<file path="src/rtl/svag_pkg.sv">
package svag_pkg;
  typedef enum logic [0:0] {
    ST_IDLE  = 1'b0,
    ST_ISSUE = 1'b1
  } svag_state_e;
endpackage

</file>
<file path="src/rtl/svag_cfg_latch.sv">
// Holds the byte increment and element count for the running operation.
module svag_cfg_latch #(
  parameter int ADDR_W = 32,
  parameter int LEN_W  = 8
) (
  input  logic              clk,
  input  logic              rst_n,
  input  logic              load_i,
  input  logic [ADDR_W-1:0] stride_i,
  input  logic [LEN_W-1:0]  len_i,
  output logic [ADDR_W-1:0] stride_q,
  output logic [LEN_W-1:0]  len_q
);
  always_ff @(posedge clk or negedge rst_n) begin
    if (!rst_n) begin
      stride_q <= '0;
      len_q    <= '0;
    end else if (load_i) begin
      stride_q <= stride_i;
      len_q    <= len_i;
    end
  end
endmodule

</file>
<file path="src/rtl/svag_addr_step.sv">
// Byte address accumulator: loads the base, then adds the increment per handshake.
module svag_addr_step #(
  parameter int ADDR_W = 32
) (
  input  logic              clk,
  input  logic              rst_n,
  input  logic              load_i,
  input  logic [ADDR_W-1:0] base_i,
  input  logic              adv_i,
  input  logic [ADDR_W-1:0] stride_q,
  output logic [ADDR_W-1:0] addr_o
);
  logic [ADDR_W-1:0] sum;

  // Modulo 2^ADDR_W wrap is the natural carry-out drop.
  assign sum = addr_o + stride_q;

  always_ff @(posedge clk or negedge rst_n) begin
    if (!rst_n)      addr_o <= '0;
    else if (load_i) addr_o <= base_i;
    else if (adv_i)  addr_o <= sum;
  end
endmodule

</file>
<file path="src/rtl/svag_elem_cnt.sv">
// Destination slot counter with final-element detection.
module svag_elem_cnt #(
  parameter int LEN_W = 8
) (
  input  logic             clk,
  input  logic             rst_n,
  input  logic             load_i,
  input  logic             adv_i,
  input  logic [LEN_W-1:0] len_q,
  output logic [LEN_W-1:0] idx_o,
  output logic             last_o
);
  localparam logic [LEN_W-1:0] ONE = {{(LEN_W-1){1'b0}}, 1'b1};

  assign last_o = (idx_o == (len_q - ONE));

  always_ff @(posedge clk or negedge rst_n) begin
    if (!rst_n)      idx_o <= '0;
    else if (load_i) idx_o <= '0;
    else if (adv_i)  idx_o <= idx_o + ONE;
  end
endmodule

</file>
<file path="src/rtl/svag_ctrl.sv">
// Sequencer: accepts start when idle, ends on the final handshake.
module svag_ctrl
  import svag_pkg::*;
(
  input  logic clk,
  input  logic rst_n,
  input  logic start_i,
  input  logic len_zero_i,
  input  logic fire_i,
  input  logic last_i,
  output logic load_o,
  output logic adv_o,
  output logic busy_o,
  output logic done_o
);
  svag_state_e state_q, state_d;
  logic        done_d;

  assign busy_o = (state_q == ST_ISSUE);
  assign load_o = start_i && (state_q == ST_IDLE);
  assign adv_o  = fire_i && !last_i;

  always_comb begin
    state_d = state_q;
    done_d  = 1'b0;
    case (state_q)
      ST_IDLE: begin
        if (start_i) begin
          if (len_zero_i) done_d  = 1'b1;
          else            state_d = ST_ISSUE;
        end
      end
      ST_ISSUE: begin
        if (fire_i && last_i) begin
          state_d = ST_IDLE;
          done_d  = 1'b1;
        end
      end
      default: state_d = ST_IDLE;
    endcase
  end

  always_ff @(posedge clk or negedge rst_n) begin
    if (!rst_n) begin
      state_q <= ST_IDLE;
      done_o  <= 1'b0;
    end else begin
      state_q <= state_d;
      done_o  <= done_d;
    end
  end
endmodule

</file>
<file path="src/rtl/svec_addr_gen.sv">
module svec_addr_gen #(
  parameter int ADDR_W = 32,
  parameter int LEN_W  = 8
) (
  input  logic              clk,
  input  logic              rst_n,
  input  logic              start_i,
  input  logic [ADDR_W-1:0] base_i,
  input  logic [ADDR_W-1:0] stride_i,
  input  logic [LEN_W-1:0]  len_i,
  output logic              req_valid_o,
  input  logic              req_ready_i,
  output logic [ADDR_W-1:0] req_addr_o,
  output logic [LEN_W-1:0]  req_idx_o,
  output logic              busy_o,
  output logic              done_o
);
  logic              load;
  logic              adv;
  logic              fire;
  logic              last;
  logic              len_zero;
  logic [ADDR_W-1:0] stride_q;
  logic [LEN_W-1:0]  len_q;

  assign len_zero    = (len_i == '0);
  assign fire        = busy_o && req_ready_i;
  assign req_valid_o = busy_o;

  svag_cfg_latch #(.ADDR_W(ADDR_W), .LEN_W(LEN_W)) cfg_i (
    .clk      (clk),
    .rst_n    (rst_n),
    .load_i   (load),
    .stride_i (stride_i),
    .len_i    (len_i),
    .stride_q (stride_q),
    .len_q    (len_q)
  );

  svag_addr_step #(.ADDR_W(ADDR_W)) addr_i (
    .clk      (clk),
    .rst_n    (rst_n),
    .load_i   (load),
    .base_i   (base_i),
    .adv_i    (adv),
    .stride_q (stride_q),
    .addr_o   (req_addr_o)
  );

  svag_elem_cnt #(.LEN_W(LEN_W)) cnt_i (
    .clk    (clk),
    .rst_n  (rst_n),
    .load_i (load),
    .adv_i  (adv),
    .len_q  (len_q),
    .idx_o  (req_idx_o),
    .last_o (last)
  );

  svag_ctrl ctrl_i (
    .clk        (clk),
    .rst_n      (rst_n),
    .start_i    (start_i),
    .len_zero_i (len_zero),
    .fire_i     (fire),
    .last_i     (last),
    .load_o     (load),
    .adv_o      (adv),
    .busy_o     (busy_o),
    .done_o     (done_o)
  );
endmodule

</file>
<file path="config.mk">
export PLATFORM = sky130hd
export DESIGN_NAME = svec_addr_gen
export DESIGN_NICKNAME = d
export VERILOG_FILES = /design/src/rtl/svag_pkg.sv /design/src/rtl/svag_cfg_latch.sv /design/src/rtl/svag_addr_step.sv /design/src/rtl/svag_elem_cnt.sv /design/src/rtl/svag_ctrl.sv /design/src/rtl/svec_addr_gen.sv
export SDC_FILE = /design/constraint.sdc
export NUM_CORES = 1
export LEC_CHECK = 0
export BUFFER_PORTS_ARGS = -buffer_cell sky130_fd_sc_hd__buf_2
export CORE_UTILIZATION = 54
export CTS_CLUSTER_DIAMETER = 80
export DETAILED_ROUTE_END_ITERATION = 6
export PLACE_DENSITY_LB_ADDON = 0.2
export SYNTH_ARGS = -nofsm -noshare
export SYNTH_HDL_FRONTEND = slang
export SYNTH_SLANG_ARGS = --single-unit
</file>
<file path="constraint.sdc">
create_clock -name clk -period 4.13 [get_ports clk]
set_input_delay 0.6195 -clock clk [delete_from_list [all_inputs] [get_ports clk]]
set_output_delay 0.6195 -clock clk [all_outputs]
set_load 0.01 [all_outputs]
</file>
==> metrics.md, run 1 <==
| Metric | Value |
|---|---|
| Die area | `10100 µm²` |
| Final Cycle Share | `82.4%` |
| Root buffer cell | `clkbuf_8` |
| P per Cell Area | `923 nW/µm²` |
| Routed Antenna Nets | `0` |
| Vias post-DR | `4800` |
| Post-CTS resize count | `0` |
| Post-synthesis area per instance | `8.28 µm²` |
| First-pass GRT wire length | `21.5 mm` |
| Fill count | `830` |
| GRT Util Overall | `26.4%` |
| Mapped cell area | `5250 µm²` |
| Switch share | `46.3%` |
| Clk sink count | `82` |
| Final setup fails | `0` |
| Final Cell Area | `6140 µm²` |
| Min Clock Period, post-route | `3400 ps` |
| Post-DP Area | `5940 µm²` |
| Largest net degree at the start of global routing | `54` |
| Psw | `2.62 mW` |
| Wire per inst | `14.4 µm` |
| RSZ-0062 raised after global routing | `false` |
| YS warnings | `0` |
| Worst Path Buf+Inv | `0` |
| FF+latch count, synth | `82` |
| Port Buffers | `118` |
| P&R area growth vs syn | `17.0%` |
| NumNets Final | `849` |
| Post-synth EDFFs | `0` |
| Die Span Y | `101 µm` |
| Gate Count Post-Synth | `634` |
| CP most frequent cell | `a221o_1` |
| Critical Path Fanout Max | `5` |
| Netlist cell types | `60` |
| Most frequent cells in the layout | `167 x nand2_1, 117 x buf_2, 82 x dfrtp_1, 54 x a21oi_1, 39 x o21ai_0` |
| Fraction of layout cells with a size suffix above 1 | `20.7%` |
| Worst min-delay path class | `input port to asynchronous set/reset pin` |
| Crit start category | `flip-flop` |
| Crit path required time | `4360 ps` |
| Max clock buf depth | `2` |
| Synth async-reset ratio | `100%` |
| Starting DRT DRC Count | `217` |
| Detailed Routing Iterations Pass 1 | `5` |
| Hold-fix buffers at CTS | `0` |
| Boundary Pins | `119` |
| CTS buffer count | `9` |
| CTS tree | `built` |
| Actual slew at the worst max-slew pin | `753 ps` |
| Multi-input gate area | `3040 µm²` |
| DRC | `0` |
| Setup TNS | `0 ps` |
| Crit path DAT | `3640 ps` |
| Clk pwr share | `10.8%` |
| Cells along the critical path | `ha_1 -> fa_1 -> a21o_1 -> a221o_1 -> a221o_1 -> a31oi_2 -> o21ai_2 -> a211oi_4 -> or3_1 -> a31oi_1 -> a221o_1` |
| Max Freq | `294 MHz` |
| Chip Width | `101 µm` |
| Normalized max-slew margin | `49.8%` |
| Worst-skew pair later-pin latency | `350 ps` |
| Final hold vios | `0` |
| Comb pwr share | `62.1%` |
| Setup Skew | `10.5 ps` |
| WL final | `12.6 mm` |
| Most common cell after layout, fill and taps aside | `nand2_1` |
| P_int | `3.05 mW` |
| Crit-path leading delay family | `compound AO/OA/AOI/OAI gates` |
| Sequential fraction of the synthesis area | `39.1%` |
| Setup Fix Bufs, Post-CTS | `0` |
| Num rows | `35` |
| CTS H-tree lvls | `3` |
| Worst setup EP type | `flip-flop` |
| Drt via density | `5.50` |
| Slew Viols, Final | `0` |
| Seq. cell area | `2050 µm²` |
| Initial Util | `56.3%` |
| Commonest register cell after synthesis | `dfrtp_1` |
| Final Util | `65.9%` |
| Syn nets | `744` |
| VDD IR max | `408 µV` |
| Gr ovfl total | `0` |
| Clock-pin transition on the worst setup and hold timing paths | `80 ps` |
| Total power | `5.67 mW` |
| Diode count | `0` |
| Dpl hpwl | `9.33 mm` |
| Routability congestion estimate | `0.920` |
| CORE AREA | `9330 µm²` |
| Pleak | `3.16 nW` |
| Max-cap viol count | `0` |
| Vias in the first global route | `4633` |
| WS Path Type | `flip-flop to flip-flop` |
| CP peak stage delay | `410 ps` |
| Sequential Power Share | `27.1%` |
| Status | `completed` |
| Initial antenna violation count | `0` |
| Slowest-stage cell, CP | `dfrtp_1` |
[cell families (layout without fill, tap and decap cells)]
group                      Yosys count  in the layout  share of synthesized area [%]
and+or+nand+nor                    266            266                           22.0
AOI/OAI and AO/OA                  168            168                           20.2
DFF                                 82             82                           39.1
buffers and inverters               41            151                           3.19
xor gates and xnor gates            40             40                           6.67
adders and majority gates           34             34                           8.24
muxes                                3              3                          0.619
[flip-flops by register name, summed over array words and instances (netlist names)]
register and count:
ctrl_i.done_o 1, cfg_i.stride_q 32, cnt_i.idx_o 8, ctrl_i.busy_o 1, addr_i.addr_o 32, cfg_i.len_q 8
[worst paths after layout]
check | startpoint | to | slack (ps) | cells after the start
max reg2reg | addr_i.addr_o[0]$_DFFE_PN0P_ | addr_i.addr_o[24]$_DFFE_PN0P_ | 730 | 11
max | addr_i.addr_o[0]$_DFFE_PN0P_ | addr_i.addr_o[24]$_DFFE_PN0P_ | 730 | 11
min in group clk | stride_i[6] | cfg_i.stride_q[6]$_DFFE_PN0P_ | 450 | 3
max in group asynchronous | rst_n | addr_i.addr_o[10]$_DFFE_PN0P_ | 2970 | 2
min | rst_n | cnt_i.idx_o[5]$_DFFE_PN0P_ | 300 | 1
min reg2reg | cfg_i.stride_q[4]$_DFFE_PN0P_ | cfg_i.stride_q[4]$_DFFE_PN0P_ | 490 | 2
[cell type report]
| cell class | instances | area share, % |
|---|---|---|
| Clock buffer | 12 | 2.52 |
| Multi-Input combinational cell | 511 | 49.5 |
| Timing Repair Buffer | 125 | 10.5 |
| Sequential cell | 82 | 33.4 |
| Inverter | 10 | 0.611 |
| Clock inverter | 4 | 0.814 |
| Tap cell | 129 | 2.63 |
[routing by layer]
layer / vias up / GRT usage [%] / part of all wire, %
met4: 0 / 8.92 / 1.6
met2: 140 / 44.3 / 46
met3: 18 / 2.98 / 4.7
met5: - / 0 / 0
li1: 2410 / - / -
met1: 2232 / 35.8 / 47
[stage by stage]
step | hold WS (ps) | cells | setup slack (ps)
after floorplan | 324 | 634 | 982
after global placement | 463 | 857 | 834
after detailed placement | 469 | 857 | 757
after CTS | 330 | 873 | 742
after global routing | 364 | 873 | 607
final | 298 | 873 | 727
[Yosys cell counts (2+ instances only)]
| library cell | count | area [µm²] |
|---|---|---|
| buf_2 | 2 | 10.0 |
| xnor2_1 | 19 | 166 |
| nor2b_1 | 5 | 31.3 |
| xor2_1 | 21 | 184 |
| o31ai_1 | 2 | 15.0 |
| a211oi_1 | 2 | 15.0 |
| and3_1 | 10 | 62.6 |
| nand4_1 | 6 | 37.5 |
| o21bai_1 | 3 | 22.5 |
| a221oi_1 | 2 | 17.5 |
| ha_1 | 33 | 413 |
| dfrtp_1 | 82 | 2050 |
| a21oi_1 | 54 | 270 |
| nor4_1 | 5 | 31.3 |
| a22o_1 | 2 | 17.5 |
| inv_1 | 10 | 37.5 |
| clkbuf_1 | 26 | 97.6 |
| o21a_1 | 3 | 22.5 |
| o211ai_1 | 4 | 30.0 |
| mux2_2 | 2 | 22.5 |
| a21boi_0 | 2 | 15.0 |
| nand2b_1 | 8 | 50.1 |
| a221o_1 | 4 | 40.0 |
| a31oi_1 | 13 | 81.3 |
| nand2_1 | 168 | 631 |
| or3_1 | 5 | 31.3 |
| a22oi_1 | 2 | 15.0 |
| nor3_1 | 3 | 15.0 |
| nor3b_1 | 2 | 15.0 |
| nand3_1 | 9 | 45.0 |
| nor2_1 | 38 | 143 |
| a21o_1 | 21 | 158 |
| o21ai_0 | 39 | 195 |
[power groups by stage]
stage | combinational (mW) | sequential [mW] | clock [mW]
2_1_floorplan | 2.64 | 1.54 | 0
6_report | 3.52 | 1.54 | 0.612
4_1_cts | 3.51 | 1.54 | 0.629
5_1_grt | 3.97 | 1.59 | 0.656
3_3_place_gp | 3.38 | 1.53 | 0
3_5_place_dp | 3.48 | 1.55 | 0
(Power assumes the default switching activity.)
==> run 2: changes to the inputs <==
--- a/config.mk
+++ b/config.mk
@@ -6,7 +6,7 @@
 export NUM_CORES = 1
 export LEC_CHECK = 0
 export BUFFER_PORTS_ARGS = -buffer_cell sky130_fd_sc_hd__buf_2
-export CORE_UTILIZATION = 54
+export CORE_UTILIZATION = 50
 export CTS_CLUSTER_DIAMETER = 80
 export DETAILED_ROUTE_END_ITERATION = 6
 export PLACE_DENSITY_LB_ADDON = 0.2
==> constraint.sdc (replaced) <==
create_clock -name clk -period 3 [get_ports clk]
set_input_delay 0.45 -clock clk [delete_from_list [all_inputs] [get_ports clk]]
set_output_delay 0.45 -clock clk [all_outputs]
set_load 0.01 [all_outputs]
==> metrics.md, run 2 (same netlist as run 1, synthesis figures left out) <==
| Metric | Value |
|---|---|
| Starting DRT DRC Count | `262 (was 217)` |
| Final Cycle Share | `100% (was 82.4%)` |
| Setup ws final | `-11.6 ps (was 727 ps)` |
| Final hold vios | `0 (unchanged)` |
| Most frequent cells in the layout | `167 x nand2_1, 117 x buf_2, 82 x dfrtp_1, 52 x a21oi_1, 38 x nor2_1 (was 167 x nand2_1, 117 x buf_2, 82 x dfrtp_1, 54 x a21oi_1, 39 x o21ai_0)` |
| Num rows | `37 (was 35)` |
| Crit start category | `flip-flop (unchanged)` |
| Critical Path Fanout Max | `3 (was 5)` |
| Max clock buf depth | `2 (unchanged)` |
| Biggest regs | `addr_i.addr_o x32, cfg_i.stride_q x32 (unchanged)` |
| Failing checks | `setup timing` |
| P_int | `4.51 mW (was 3.05 mW)` |
| Port Buffers | `118 (unchanged)` |
| Clk sink count | `82 (unchanged)` |
| Comb pwr share | `64.3% (was 62.1%)` |
| GRT Util Overall | `25.6% (was 26.4%)` |
| Total power | `8.27 mW (was 5.67 mW)` |
| Setup TNS | `-11.6 ps (was 0 ps)` |
| Largest net degree at the start of global routing | `83 (was 54)` |
| Switch share | `45.5% (was 46.3%)` |
| Post-place setup slack | `-61.0 ps (was 757 ps)` |
| Crit path DAT | `3270 ps (was 3640 ps)` |
| Slew Viols, Final | `0 (unchanged)` |
| Gr busiest metal | `met2 (unchanged)` |
| Pleak | `3.26 nW (was 3.16 nW)` |
| Final Util | `62.0% (was 65.9%)` |
| CTS H-tree lvls | `3 (unchanged)` |
| Detailed Routing Iterations Pass 1 | `5 (unchanged)` |
| Psw | `3.76 mW (was 2.62 mW)` |
| Hold-fix buffers at CTS | `0 (unchanged)` |
| Worst setup EP type | `flip-flop (unchanged)` |
| Grt met1 use | `34.1% (was 35.8%)` |
| DRC | `0 (unchanged)` |
| Routability congestion estimate | `0.893 (was 0.920)` |
| Final setup fails | `1 (was 0)` |
| Setup Skew | `9.00 ps (was 10.5 ps)` |
| Most common cell after layout, fill and taps aside | `nand2_1 (unchanged)` |
| Worst min-delay path class | `input port to asynchronous set/reset pin (unchanged)` |
| Inst Count DP | `876 (was 857)` |
| Worst Hold Slack | `256 ps (was 298 ps)` |
| Chip Width | `104 µm (was 101 µm)` |
| Fraction of layout cells with a size suffix above 1 | `23.3% (was 20.7%)` |
| NumNets Final | `866 (was 849)` |
| WS Path Type | `flip-flop to flip-flop (unchanged)` |
| Diode count | `0 (unchanged)` |
| Post-DP Area | `6070 µm² (was 5940 µm²)` |
| Die area | `10900 µm² (was 10100 µm²)` |
| P per Cell Area | `1300 nW/µm² (was 923 nW/µm²)` |
| First-pass GRT wire length | `22.5 mm (was 21.5 mm)` |
| Crit path required time | `3260 ps (was 4360 ps)` |
| VDD IR max | `600 µV (was 408 µV)` |
| Fill count | `957 (was 830)` |
| Met2 GRT Util | `41.1% (was 44.3%)` |
| Finished Layout Cells | `896 (was 873)` |
| Sequential Power Share | `25.5% (was 27.1%)` |
| Clock-pin transition on the worst setup and hold timing paths | `80 ps (about the same)` |
| Status | `finished with violations (was completed)` |
| GR Util met3 | `4.32% (was 2.98%)` |
| Root buffer cell | `clkbuf_8 (unchanged)` |
| WL final | `13.3 mm (was 12.6 mm)` |
| Normalized max-slew margin | `29.6% (was 49.8%)` |
| Clk pwr share | `10.2% (was 10.8%)` |
| Final Cell Area | `6350 µm² (was 6140 µm²)` |
| Drt via density | `5.53 (was 5.50)` |
| Actual slew at the worst max-slew pin | `1060 ps (was 753 ps)` |
| Worst-skew pair later-pin latency | `370 ps (was 350 ps)` |
| Gr ovfl total | `0 (unchanged)` |
| Die Span Y | `104 µm (was 101 µm)` |
| Max-cap viol count | `0 (unchanged)` |
| P&R area growth vs syn | `20.8% (was 17.0%)` |
| CTS buffer count | `9 (unchanged)` |
| CTS tree | `built (unchanged)` |
| Initial Util | `51.3% (was 56.3%)` |
| RSZ-0062 raised after global routing | `true (was false)` |
| Routed Antenna Nets | `0 (unchanged)` |
| Vias in the first global route | `4831 (was 4633)` |
| Wire per inst | `14.9 µm (was 14.4 µm)` |
| Min Clock Period, post-route | `3010 ps (was 3400 ps)` |
| Initial antenna violation count | `0 (unchanged)` |
| Boundary Pins | `119 (unchanged)` |
| Max Freq | `332 MHz (was 294 MHz)` |
| Vias post-DR | `4953 (was 4800)` |
| CORE AREA | `10200 µm² (was 9330 µm²)` |
| Dpl hpwl | `9.61 mm (was 9.33 mm)` |
[run 2: worst max-delay path, cell delays in order, from the launching register on]
cell and delay (ps):
dfrtp_1 390, ha_2 210, fa_2 340, a21o_1 180
a221o_1 320, a221o_1 380, a31oi_4 200, o21ai_4 100
a211oi_4 270, or3_1 150, a31oi_1 80, a221o_1 260
[run 2: final cells by class]
class / count / area [µm²] / share of cell area, %
multi-input cells: 511 / 3090 / 48.7
flip-flops and latches: 82 / 2050 / 32.3
repair buffers: 142 / 793 / 12.5
well taps: 136 / 170 / 2.68
clock buffers: 13 / 169 / 2.66
inverters: 10 / 37.5 / 0.591
clock inverters: 2 / 35.0 / 0.552
[run 2: path summary, 6_finish.rpt]
check | slack, ps | start | to | depth (start not counted)
max | -10 | cfg_i.stride_q[0]$_DFFE_PN0P_ | addr_i.addr_o[24]$_DFFE_PN0P_ | 11
min | 260 | rst_n | cnt_i.idx_o[3]$_DFFE_PN0P_ | 1
max reg2reg | -10 | cfg_i.stride_q[0]$_DFFE_PN0P_ | addr_i.addr_o[24]$_DFFE_PN0P_ | 11
min reg2reg | 490 | cfg_i.stride_q[9]$_DFFE_PN0P_ | cfg_i.stride_q[9]$_DFFE_PN0P_ | 2
max in group asynchronous | 2050 | rst_n | cfg_i.stride_q[18]$_DFFE_PN0P_ | 1
min in group clk | 270 | stride_i[9] | cfg_i.stride_q[9]$_DFFE_PN0P_ | 3
[run 2: routing by layer]
layer  part of all wire, %  wire length [µm]
met1                    47              6210
met3                   4.8               639
met4                   2.3               305
met2                    46              6170
met5                     0                 0
[run 2: timing repair]
action / in CTS / in global routing
hold endpoints to repair: 0 / 0
pin swaps: 7 / 5
setup buffers: 4 / 1
resized for setup: 5 / 10
setup endpoints to repair: 5 / 9
[run 2: power by group through the flow]
stage               clock (mW)  sequential (mW)  combinational, mW
floorplan                    0             2.12               3.68
global placement             0             2.10               4.96
detailed placement           0             2.12               5.07
CTS                      0.866             2.11               5.20
global route             0.903             2.18               5.94
finish                   0.841             2.11               5.32
